**src/rtl/pwrmgmt_pkg.sv**
```systemverilog
package pwrmgmt_pkg;
  localparam logic [15:0] STS_MASK  = 16'h8D31;
  localparam logic [15:0] EN_MASK   = 16'h0521;
  localparam logic [15:0] CTL_MASK  = 16'h3C07;
  localparam logic [15:0] GP_MASK   = 16'h0F81;
  localparam logic [15:0] GSTS_MASK = 16'h0020;
  localparam logic [15:0] GEN_MASK  = 16'h0020;
  localparam logic [15:0] GCTL_MASK = 16'h0002;

  localparam logic [5:0] OFS_STS  = 6'h00;
  localparam logic [5:0] OFS_EN   = 6'h02;
  localparam logic [5:0] OFS_CTL  = 6'h04;
  localparam logic [5:0] OFS_TMR  = 6'h08;
  localparam logic [5:0] OFS_GP   = 6'h0C;
  localparam logic [5:0] OFS_GSTS = 6'h10;
  localparam logic [5:0] OFS_GEN  = 6'h12;
  localparam logic [5:0] OFS_GCTL = 6'h14;

  localparam int CTL_GREL_BIT = 2;
  localparam int CTL_SLP_BIT  = 13;
  localparam int CTL_TYP_LSB  = 10;
  localparam int GLB_SMI_BIT  = 5;
  localparam int STS_GREL_BIT = 5;

  typedef enum logic [2:0] {
    SLP_SOFT_OFF = 3'd0,
    SLP_SUSP_RAM = 3'd1
  } slp_type_e;

  function automatic logic [15:0] lane_merge(logic [15:0] old, logic hi, logic [7:0] b);
    return hi ? {b, old[7:0]} : {old[15:8], b};
  endfunction
endpackage

```
**src/rtl/pm_timer.sv**
```systemverilog
module pm_timer #(
  parameter int W = 24
) (
  input  logic         clk_i,
  input  logic         rst_ni,
  input  logic         tick_i,
  output logic [W-1:0] cnt_o,
  output logic         ovf_o
);
  logic [W-1:0] cnt_q;
  logic [W-1:0] cnt_inc;

  assign cnt_inc = cnt_q + 1'b1;
  assign ovf_o   = tick_i & (cnt_inc[W-1] ^ cnt_q[W-1]);
  assign cnt_o   = cnt_q;

  always_ff @(posedge clk_i or negedge rst_ni) begin
    if (!rst_ni)     cnt_q <= '0;
    else if (tick_i) cnt_q <= cnt_inc;
  end

  // counter holds when no tick
  a_r9_hold: assert property (@(posedge clk_i) disable iff (!rst_ni)
    !$past(tick_i) |-> $stable(cnt_q));
endmodule

```
**src/rtl/pm_w1c_reg.sv**
```systemverilog
module pm_w1c_reg #(
  parameter logic [15:0] MASK = 16'hFFFF
) (
  input  logic        clk_i,
  input  logic        rst_ni,
  input  logic        wr_i,
  input  logic        hi_i,
  input  logic [7:0]  wdata_i,
  input  logic [15:0] set_i,
  output logic [15:0] q_o
);
  logic [15:0] q;
  logic [15:0] clr;

  assign clr = wr_i ? ((hi_i ? {wdata_i, 8'h00} : {8'h00, wdata_i}) & MASK) : 16'h0000;
  assign q_o = q;

  always_ff @(posedge clk_i or negedge rst_ni) begin
    if (!rst_ni) q <= '0;
    else         q <= (q & ~clr) | (set_i & MASK);
  end

  // a write-1 on bit 0 with no set event clears it
  a_r2_clear: assert property (@(posedge clk_i) disable iff (!rst_ni)
    (wr_i && !hi_i && wdata_i[0] && !set_i[0]) |=> !q[0]);
  a_r11_masked: assert property (@(posedge clk_i) disable iff (!rst_ni)
    (set_i & MASK) == 16'h0000 |=> (q & ~$past(q)) == 16'h0000);
endmodule

```
**src/rtl/pm_rw_reg.sv**
```systemverilog
module pm_rw_reg #(
  parameter logic [15:0] MASK = 16'hFFFF
) (
  input  logic        clk_i,
  input  logic        rst_ni,
  input  logic        wr_i,
  input  logic        hi_i,
  input  logic [7:0]  wdata_i,
  input  logic [15:0] clr_i,
  output logic [15:0] q_o
);
  import pwrmgmt_pkg::*;
  logic [15:0] q;
  logic [15:0] nxt;

  assign nxt = wr_i ? (lane_merge(q, hi_i, wdata_i) & MASK) : q;
  assign q_o = q;

  always_ff @(posedge clk_i or negedge rst_ni) begin
    if (!rst_ni) q <= '0;
    else         q <= nxt & ~clr_i;
  end

  // without a write or clear the register holds
  a_r3_hold: assert property (@(posedge clk_i) disable iff (!rst_ni)
    (!wr_i && clr_i == 16'h0000) |=> $stable(q));
endmodule

```
**src/rtl/pm_sleep_dec.sv**
```systemverilog
module pm_sleep_dec (
  input  logic       clk_i,
  input  logic       rst_ni,
  input  logic       ctl_wr_i,
  input  logic       slp_en_i,
  input  logic [2:0] slp_typ_i,
  output logic       soft_off_o,
  output logic       susp_ram_o
);
  import pwrmgmt_pkg::*;
  logic go;
  assign go = ctl_wr_i & slp_en_i;

  always_ff @(posedge clk_i or negedge rst_ni) begin
    if (!rst_ni) begin
      soft_off_o <= 1'b0;
      susp_ram_o <= 1'b0;
    end else if (go) begin
      if (slp_typ_i == SLP_SOFT_OFF) soft_off_o <= 1'b1;
      if (slp_typ_i == SLP_SUSP_RAM) susp_ram_o <= 1'b1;
    end
  end

  // requests are sticky
  a_r7_off_held: assert property (@(posedge clk_i) disable iff (!rst_ni)
    soft_off_o |=> soft_off_o);
  a_r7_s2r_held: assert property (@(posedge clk_i) disable iff (!rst_ni)
    susp_ram_o |=> susp_ram_o);
endmodule

```
**src/rtl/pwrmgmt_regs.sv**
```systemverilog
module pwrmgmt_regs #(
  parameter int TMR_W = 24
) (
  input  logic        clk_i,
  input  logic        rst_ni,
  input  logic [5:0]  addr_i,
  input  logic [7:0]  wdata_i,
  input  logic        wr_i,
  input  logic        rd_i,
  output logic [7:0]  rdata_o,
  input  logic        tick_i,
  input  logic [15:0] sts_set_i,
  input  logic [15:0] gp_set_i,
  output logic        sci_o,
  output logic        smi_o,
  output logic        soft_off_o,
  output logic        susp_ram_o
);
  import pwrmgmt_pkg::*;

  localparam int TW = (TMR_W > 32) ? 32 : TMR_W;

  logic hi;
  logic wr_sts, wr_en, wr_ctl, wr_gp, wr_gsts, wr_gen, wr_gctl;
  logic [15:0] sts_q, en_q, ctl_q, ctl_nxt, gp_q, gsts_q, gen_q, gctl_q;
  logic [15:0] sts_set, gsts_set, gctl_clr;
  logic [TW-1:0] cnt;
  logic [31:0] tmr32;
  logic tmr_ovf, grel, sts5_after, smi_q;
  logic [7:0] rd_byte, rdata_q;

  assign hi = addr_i[0];
  assign wr_sts  = wr_i && addr_i[5:1] == OFS_STS[5:1];
  assign wr_en   = wr_i && addr_i[5:1] == OFS_EN[5:1];
  assign wr_ctl  = wr_i && addr_i[5:1] == OFS_CTL[5:1];
  assign wr_gp   = wr_i && addr_i[5:1] == OFS_GP[5:1];
  assign wr_gsts = wr_i && addr_i[5:1] == OFS_GSTS[5:1];
  assign wr_gen  = wr_i && addr_i[5:1] == OFS_GEN[5:1];
  assign wr_gctl = wr_i && addr_i[5:1] == OFS_GCTL[5:1];

  pm_timer #(.W(TW)) u_tmr (
    .clk_i(clk_i), .rst_ni(rst_ni), .tick_i(tick_i), .cnt_o(cnt), .ovf_o(tmr_ovf)
  );
  assign tmr32 = 32'(cnt);

  assign sts_set = sts_set_i | {15'b0, tmr_ovf};

  pm_w1c_reg #(.MASK(STS_MASK)) u_sts (
    .clk_i(clk_i), .rst_ni(rst_ni), .wr_i(wr_sts), .hi_i(hi),
    .wdata_i(wdata_i), .set_i(sts_set), .q_o(sts_q)
  );

  pm_rw_reg #(.MASK(EN_MASK)) u_en (
    .clk_i(clk_i), .rst_ni(rst_ni), .wr_i(wr_en), .hi_i(hi),
    .wdata_i(wdata_i), .clr_i(16'h0000), .q_o(en_q)
  );

  pm_w1c_reg #(.MASK(GP_MASK)) u_gp (
    .clk_i(clk_i), .rst_ni(rst_ni), .wr_i(wr_gp), .hi_i(hi),
    .wdata_i(wdata_i), .set_i(gp_set_i), .q_o(gp_q)
  );

  // control word kept here: its next value feeds release and sleep decode
  assign ctl_nxt = wr_ctl ? (lane_merge(ctl_q, hi, wdata_i) & CTL_MASK) : ctl_q;
  always_ff @(posedge clk_i or negedge rst_ni) begin
    if (!rst_ni) ctl_q <= '0;
    else         ctl_q <= ctl_nxt;
  end

  assign grel = wr_ctl && !hi && ctl_nxt[CTL_GREL_BIT];
  assign gsts_set = grel ? 16'(1) << GLB_SMI_BIT : 16'h0000;

  pm_w1c_reg #(.MASK(GSTS_MASK)) u_gsts (
    .clk_i(clk_i), .rst_ni(rst_ni), .wr_i(wr_gsts), .hi_i(hi),
    .wdata_i(wdata_i), .set_i(gsts_set), .q_o(gsts_q)
  );

  pm_rw_reg #(.MASK(GEN_MASK)) u_gen (
    .clk_i(clk_i), .rst_ni(rst_ni), .wr_i(wr_gen), .hi_i(hi),
    .wdata_i(wdata_i), .clr_i(16'h0000), .q_o(gen_q)
  );

  // status bit 5 as it stands after this cycle's write and events
  assign sts5_after = (sts_q[STS_GREL_BIT] & ~(wr_sts & !hi & wdata_i[STS_GREL_BIT]))
                    | sts_set_i[STS_GREL_BIT];
  assign gctl_clr = (wr_sts && !hi && !sts5_after) ? GCTL_MASK : 16'h0000;

  pm_rw_reg #(.MASK(GCTL_MASK)) u_gctl (
    .clk_i(clk_i), .rst_ni(rst_ni), .wr_i(wr_gctl), .hi_i(hi),
    .wdata_i(wdata_i), .clr_i(gctl_clr), .q_o(gctl_q)
  );

  pm_sleep_dec u_slp (
    .clk_i(clk_i), .rst_ni(rst_ni), .ctl_wr_i(wr_ctl),
    .slp_en_i(ctl_nxt[CTL_SLP_BIT]), .slp_typ_i(ctl_nxt[CTL_TYP_LSB +: 3]),
    .soft_off_o(soft_off_o), .susp_ram_o(susp_ram_o)
  );

  always_ff @(posedge clk_i or negedge rst_ni) begin
    if (!rst_ni) smi_q <= 1'b0;
    else         smi_q <= grel & gen_q[GLB_SMI_BIT];
  end
  assign smi_o = smi_q;
  assign sci_o = |(sts_q & en_q);

  always_comb begin
    rd_byte = 8'h00;
    unique case (addr_i[5:1])
      OFS_STS[5:1]:  rd_byte = sts_q[{addr_i[0], 3'b000} +: 8];
      OFS_EN[5:1]:   rd_byte = en_q[{addr_i[0], 3'b000} +: 8];
      OFS_CTL[5:1]:  rd_byte = ctl_q[{addr_i[0], 3'b000} +: 8];
      OFS_GP[5:1]:   rd_byte = gp_q[{addr_i[0], 3'b000} +: 8];
      OFS_GSTS[5:1]: rd_byte = gsts_q[{addr_i[0], 3'b000} +: 8];
      OFS_GEN[5:1]:  rd_byte = gen_q[{addr_i[0], 3'b000} +: 8];
      OFS_GCTL[5:1]: rd_byte = gctl_q[{addr_i[0], 3'b000} +: 8];
      OFS_TMR[5:1], 5'(OFS_TMR[5:1] + 5'd1):
                     rd_byte = tmr32[{addr_i[1:0], 3'b000} +: 8];
      default:       rd_byte = 8'h00;
    endcase
  end

  always_ff @(posedge clk_i or negedge rst_ni) begin
    if (!rst_ni)   rdata_q <= '0;
    else if (rd_i) rdata_q <= rd_byte;
  end
  assign rdata_o = rdata_q;

  // a pulse only follows a low-byte control write carrying release
  a_r6_smi_src: assert property (@(posedge clk_i) disable iff (!rst_ni)
    smi_o |-> $past(wr_i && addr_i == OFS_CTL && wdata_i[CTL_GREL_BIT]));
  // a release write with the enable on always gives the pulse
  a_r6_smi_fire: assert property (@(posedge clk_i) disable iff (!rst_ni)
    (wr_i && addr_i == OFS_CTL && wdata_i[CTL_GREL_BIT] && gen_q[GLB_SMI_BIT]) |=> smi_o);
  // the clear follows a status write that drops bit 5
  a_r8_gctl_clr: assert property (@(posedge clk_i) disable iff (!rst_ni)
    (wr_i && addr_i == OFS_STS && wdata_i[STS_GREL_BIT] && !sts_set_i[STS_GREL_BIT])
      |=> !gctl_q[1]);
  // no pending enabled event means no interrupt
  a_r4_sci: assert property (@(posedge clk_i) disable iff (!rst_ni)
    (en_q == 16'h0000) |-> !sci_o);
endmodule

```
**config.mk**
```make
export PLATFORM = sky130hd
export DESIGN_NAME = pwrmgmt_regs
export DESIGN_NICKNAME = d
export VERILOG_FILES = /design/src/rtl/pwrmgmt_pkg.sv /design/src/rtl/pm_timer.sv /design/src/rtl/pm_w1c_reg.sv /design/src/rtl/pm_rw_reg.sv /design/src/rtl/pm_sleep_dec.sv /design/src/rtl/pwrmgmt_regs.sv
export SDC_FILE = /design/constraint.sdc
export NUM_CORES = 1
export LEC_CHECK = 0
export CORE_AREA = 2 2 88 90
export CTS_CLUSTER_DIAMETER = 150
export CTS_CLUSTER_SIZE = 16
export DETAILED_ROUTE_END_ITERATION = 12
export DIE_AREA = 0 0 90 92
export DONT_BUFFER_PORTS = 1
export PLACE_DENSITY_LB_ADDON = 0.12
export SETUP_SLACK_MARGIN = 0.3
export SLEW_MARGIN = 20
export SYNTH_ARGS = -nofsm -noshare
export SYNTH_HDL_FRONTEND = slang
export SYNTH_SLANG_ARGS = --single-unit
```
**constraint.sdc**
```tcl
create_clock -name clk_i -period 1.98 [get_ports clk_i]
set_clock_uncertainty 0.05 [all_clocks]
set_input_delay 0.396 -clock clk_i [delete_from_list [all_inputs] [get_ports clk_i]]
set_output_delay 0.396 -clock clk_i [all_outputs]
set_load 0.1 [all_outputs]
```
==> impl.org <==
** Power and ir drop
- For this design the ratio of total power to cell area is 876.3 nW/um^2.
- In this run the static leakage power is 0.001523 uW.
- The worst-case IR drop observed on VDD is 489.6 uV.

** Yosys
- Synthesis produced a netlist with a net count of 348.
- Largest area contributor in the netlist :: sky130_fd_sc_hd__dfrtp_1
- Mapped Cells :: 296
- Ranked by total cell area, the synthesized netlist is headed by sky130_fd_sc_hd__dfrtp_1 50%, sky130_fd_sc_hd__xnor2_1 5.4%, sky130_fd_sc_hd__mux2_2 4.7%.
- For this run, the number of Yosys warnings is 0.
- Counting flops with an async set or reset pin after synthesis yields a share of 100.0%.
- Of the post-synthesis cell area, the dominant cell type holds 50.18%.
- Post-synth EDFFs :: 0
- Synthesis inferred 62 register bits.
- The number of different library cells used by synthesis comes to 50.
- Avg Inst Size Synth :: 10.44 sq um
- Summing the sequential cell areas from Yosys gives 50.18% of the chip area.
- Leading register cell type out of synthesis :: sky130_fd_sc_hd__dfrtp_1
- Summing every instance area after synthesis gives 3092 sq um.

** Global routing
- GR met3 Demand/Resource :: 5.341%
- The first global-routing pass estimated 12640 um of wire.
- Global-route congestion overflow total :: 0
- Global-route track usage on met1 :: 27.88%
- Tot GR Track Use :: 19.69%
- After global routing, the most crowded layer is met2.
- GR Layer Usage met2 :: 28.76%
- The via count of the first global-routing pass was 2388.
- Initial antenna violation count :: 0
- Largest net degree at the start of global routing :: 63

** STA
- Derived from the worst setup path, the maximum achievable clock frequency is 0.6014 GHz.
- Max transition margin :: 54.09%
- Hold timing on the final database bottoms out at a slack of -313.1 ps.
- Final period util :: 83.97%
- Final setup violation count :: 0
- After layout, the minimum clock period comes to 1663 ps.
- Setup repair after global routing could not meet its margin everywhere.
- The final hold violation count was 62.
- At the pin with the least slew margin, the transition time is 687.2 ps.
- Fin Setup TNS :: 0 ps
- The worst path meets setup with 317.3 ps of slack.
- The final count of pins violating max slew is 0.

** Clock network
- Counting the buffers created by CTS gives 9.
- Counting along the longest clock path gives a buffer depth of 2.
- TritonCTS built the clock tree.
- Clk_lat worst skew :: 340 ps
- After clock tree synthesis, the clock-pin slew on the worst setup and hold paths is 80 ps.
- CTS built an H-tree with a depth of 3.
- For this design, the sink count on the clock tree is 62.
- CTS root buffer :: sky130_fd_sc_hd__clkbuf_8

** Cells and area
- Leaving out fill and tap cells, the most frequent cell in the layout is sky130_fd_sc_hd__dfrtp_1.
- Share of layout cells above drive strength 1 :: 21.54%
- Final core occ :: 48.14%
- Post-route insts no fill :: 427
- Layout net count :: 373
- The top cell types in the final layout, fill and taps aside, are 57 x sky130_fd_sc_hd__dfrtp_1, 35 x sky130_fd_sc_hd__nand2_1, 23 x sky130_fd_sc_hd__buf_4, 19 x sky130_fd_sc_hd__xnor2_1, 17 x sky130_fd_sc_hd__nor2_1.
- ANT cells :: 0
- Area growth from synthesis to final layout :: 15.95%

** Route
- Mean number of vias per cell :: 5.651
- After detailed routing, the average wire length per cell comes to 17.98 um.
- Drt initial violations :: 177
- The routed design has 7677 um of wire.
- Once detail routing completed, the nets flagged for antenna violations numbered 0.
- Before antenna repair, the detailed router went through 4 iterations.
- Total DRC errors in the routed layout :: 0
- The final route contains 2413 vias.

** Critical path
- Of all nets on the critical path, the largest fanout is 2.
- Delay of the slowest cell on the worst path :: 390 ps
- Launching element type of the critical path :: register
- Critical path data required time :: 1530 ps
- Worst-path cell with the longest stage delay :: sky130_fd_sc_hd__dfrtp_1
- The signal on the critical path passes through a22oi_2, nand2_2, buf_12.
- STA classifies the critical path endpoint as an output pin.
- WS Path Type :: reg2out
- The setup check on the worst reg-to-reg path leaves a slack of 380 ps.
- STA puts the critical path data arrival time at 1220 ps.

** Min path
- The path class of the tightest hold or removal check is in2async.

** Placement
- Buffers on Ports :: 0
- Before CTS, the worst setup slack after placement is 101.0 ps.
- After legalization and detailed placement, the total HPWL measured 5440 um.
- At the end of routability-driven placement, the weighted congestion stood at 0.8408.
- Cell total after placement :: 404

** Floorplan
- Initial core utilization :: 41.52%
- The die covers 8280 sq um.
- In this run the core area contains 32 standard-cell rows.
- The die is 92 um tall.
- During I/O placement, the number of pins put on the boundary was 63.
- Placeable core region :: 7447 sq um
- Die W :: 90 um

** Status
- The final reports fail on negative hold slack.
- Result of the run :: complete, but fails checks

** Job
- Across the run, the number of max-cap violations was 0.
==> per-stage QoR <==
| stage | hold slack (ps) | power [uW] | cell area (sq um) |
|---|---|---|---|
| 2_1_floorplan | 50.41 | 1947 | 3118 |
| 4_1_cts | -324.4 | 3130 | 3551 |
| 3_5_place_dp | 52.85 | 2056 | 3307 |
| 3_3_place_gp | 52.71 | 2048 | 3307 |
| 6_report | -313.1 | 3141 | 3585 |
| 5_1_grt | -338.7 | 3309 | 3585 |
==> cell type report <==
cell class,instances,area [sq um]
clock buffer,11,151.4
clock inverter,4,22.52
fill,720,3862
inverter,6,22.52
multi-input combinational,218,1510
sequential,62,1558
tap,102,127.6
timing repair buffer,24,192.7
==> logic make-up after synthesis <==
group / count (synthesis) / share of synthesized area, %
buffers and inverters: 16 / 2.266
adders and majority gates: 1 / 0.4046
DFF: 62 / 50.18
muxes: 23 / 7.973
and+or+nand+nor: 109 / 18.13
AOI/OAI and AO/OA: 62 / 14.53
xor gates and xnor gates: 23 / 6.515
==> worst paths after layout <==
check	startpoint	to	depth (start not counted)
worst max-delay path	u_en.q_o[0]	sci_o	3
worst min-delay path	rst_ni	u_tmr.cnt_o[10]	0
worst max register to register	u_tmr.cnt_o[1]	u_tmr.cnt_o[14]	6
worst min register to register	u_gp.q_o[7]	u_gp.q_o[7]	1
max in group asynchronous	rst_ni	u_slp.soft_off_o	0
min in group clk_i	rd_i	rdata_o[1]	1
==> critical path, delay by kind of cell (launching register included) <==
| family | cells | cell delay [ps] |
|---|---|---|
| and+or+nand+nor | 1 | 90 |
| DFF | 1 | 390 |
| buffers and inverters | 1 | 170 |
| AOI/OAI and AO/OA | 1 | 220 |
==> flip-flops by register name, indices dropped and copies added, names as in the netlist <==
signal            count
u_en.q_o              4
u_slp.susp_ram_o      1
u_slp.soft_off_o      1
u_gp.q_o              6
u_gen.q_o             1
u_gsts.q_o            1
u_tmr.cnt_o          24
smi_o                 1
u_gctl.q_o            1
ctl_q                 7
u_sts.q_o             7
rdata_o               8
==> cells in the mapped netlist, types with 5 or more instances <==
library cell                n
sky130_fd_sc_hd__mux2_2    13
sky130_fd_sc_hd__nand3_1   13
sky130_fd_sc_hd__nand2_1   36
sky130_fd_sc_hd__inv_1      6
sky130_fd_sc_hd__and4_1     6
sky130_fd_sc_hd__nor2_1    18
sky130_fd_sc_hd__a21oi_1   13
sky130_fd_sc_hd__dfrtp_1   62
sky130_fd_sc_hd__mux2i_1   10
sky130_fd_sc_hd__nand2b_1   5
sky130_fd_sc_hd__a21o_1    13
sky130_fd_sc_hd__xnor2_1   19
sky130_fd_sc_hd__nand4_1    6
sky130_fd_sc_hd__and3_1     7
sky130_fd_sc_hd__nor2b_1    6
sky130_fd_sc_hd__buf_2      8
==> routing by layer <==
metal	vias up	routed length [um]
met1	1212	3647
met2	70	3443
met3	10	471
met4	0	114
li1	1121	-
met5	-	0
==> report_power, final <==
part | total, uW | internal (uW) | switching [uW]
combinational | 588 | 277 | 311
clock | 1000 | 509 | 492
sequential | 1550 | 1400 | 155
==> repair_timing <==
| item | in CTS | in global routing |
|---|---|---|
| hold endpoints to repair | 62 | 62 |
| setup endpoints to repair | 15 | 10 |
| setup buffers | 4 | 4 |
| gates resized for setup | 14 | 3 |
| pin swaps | 2 | 4 |
Power figures use the tool's default switching activity.
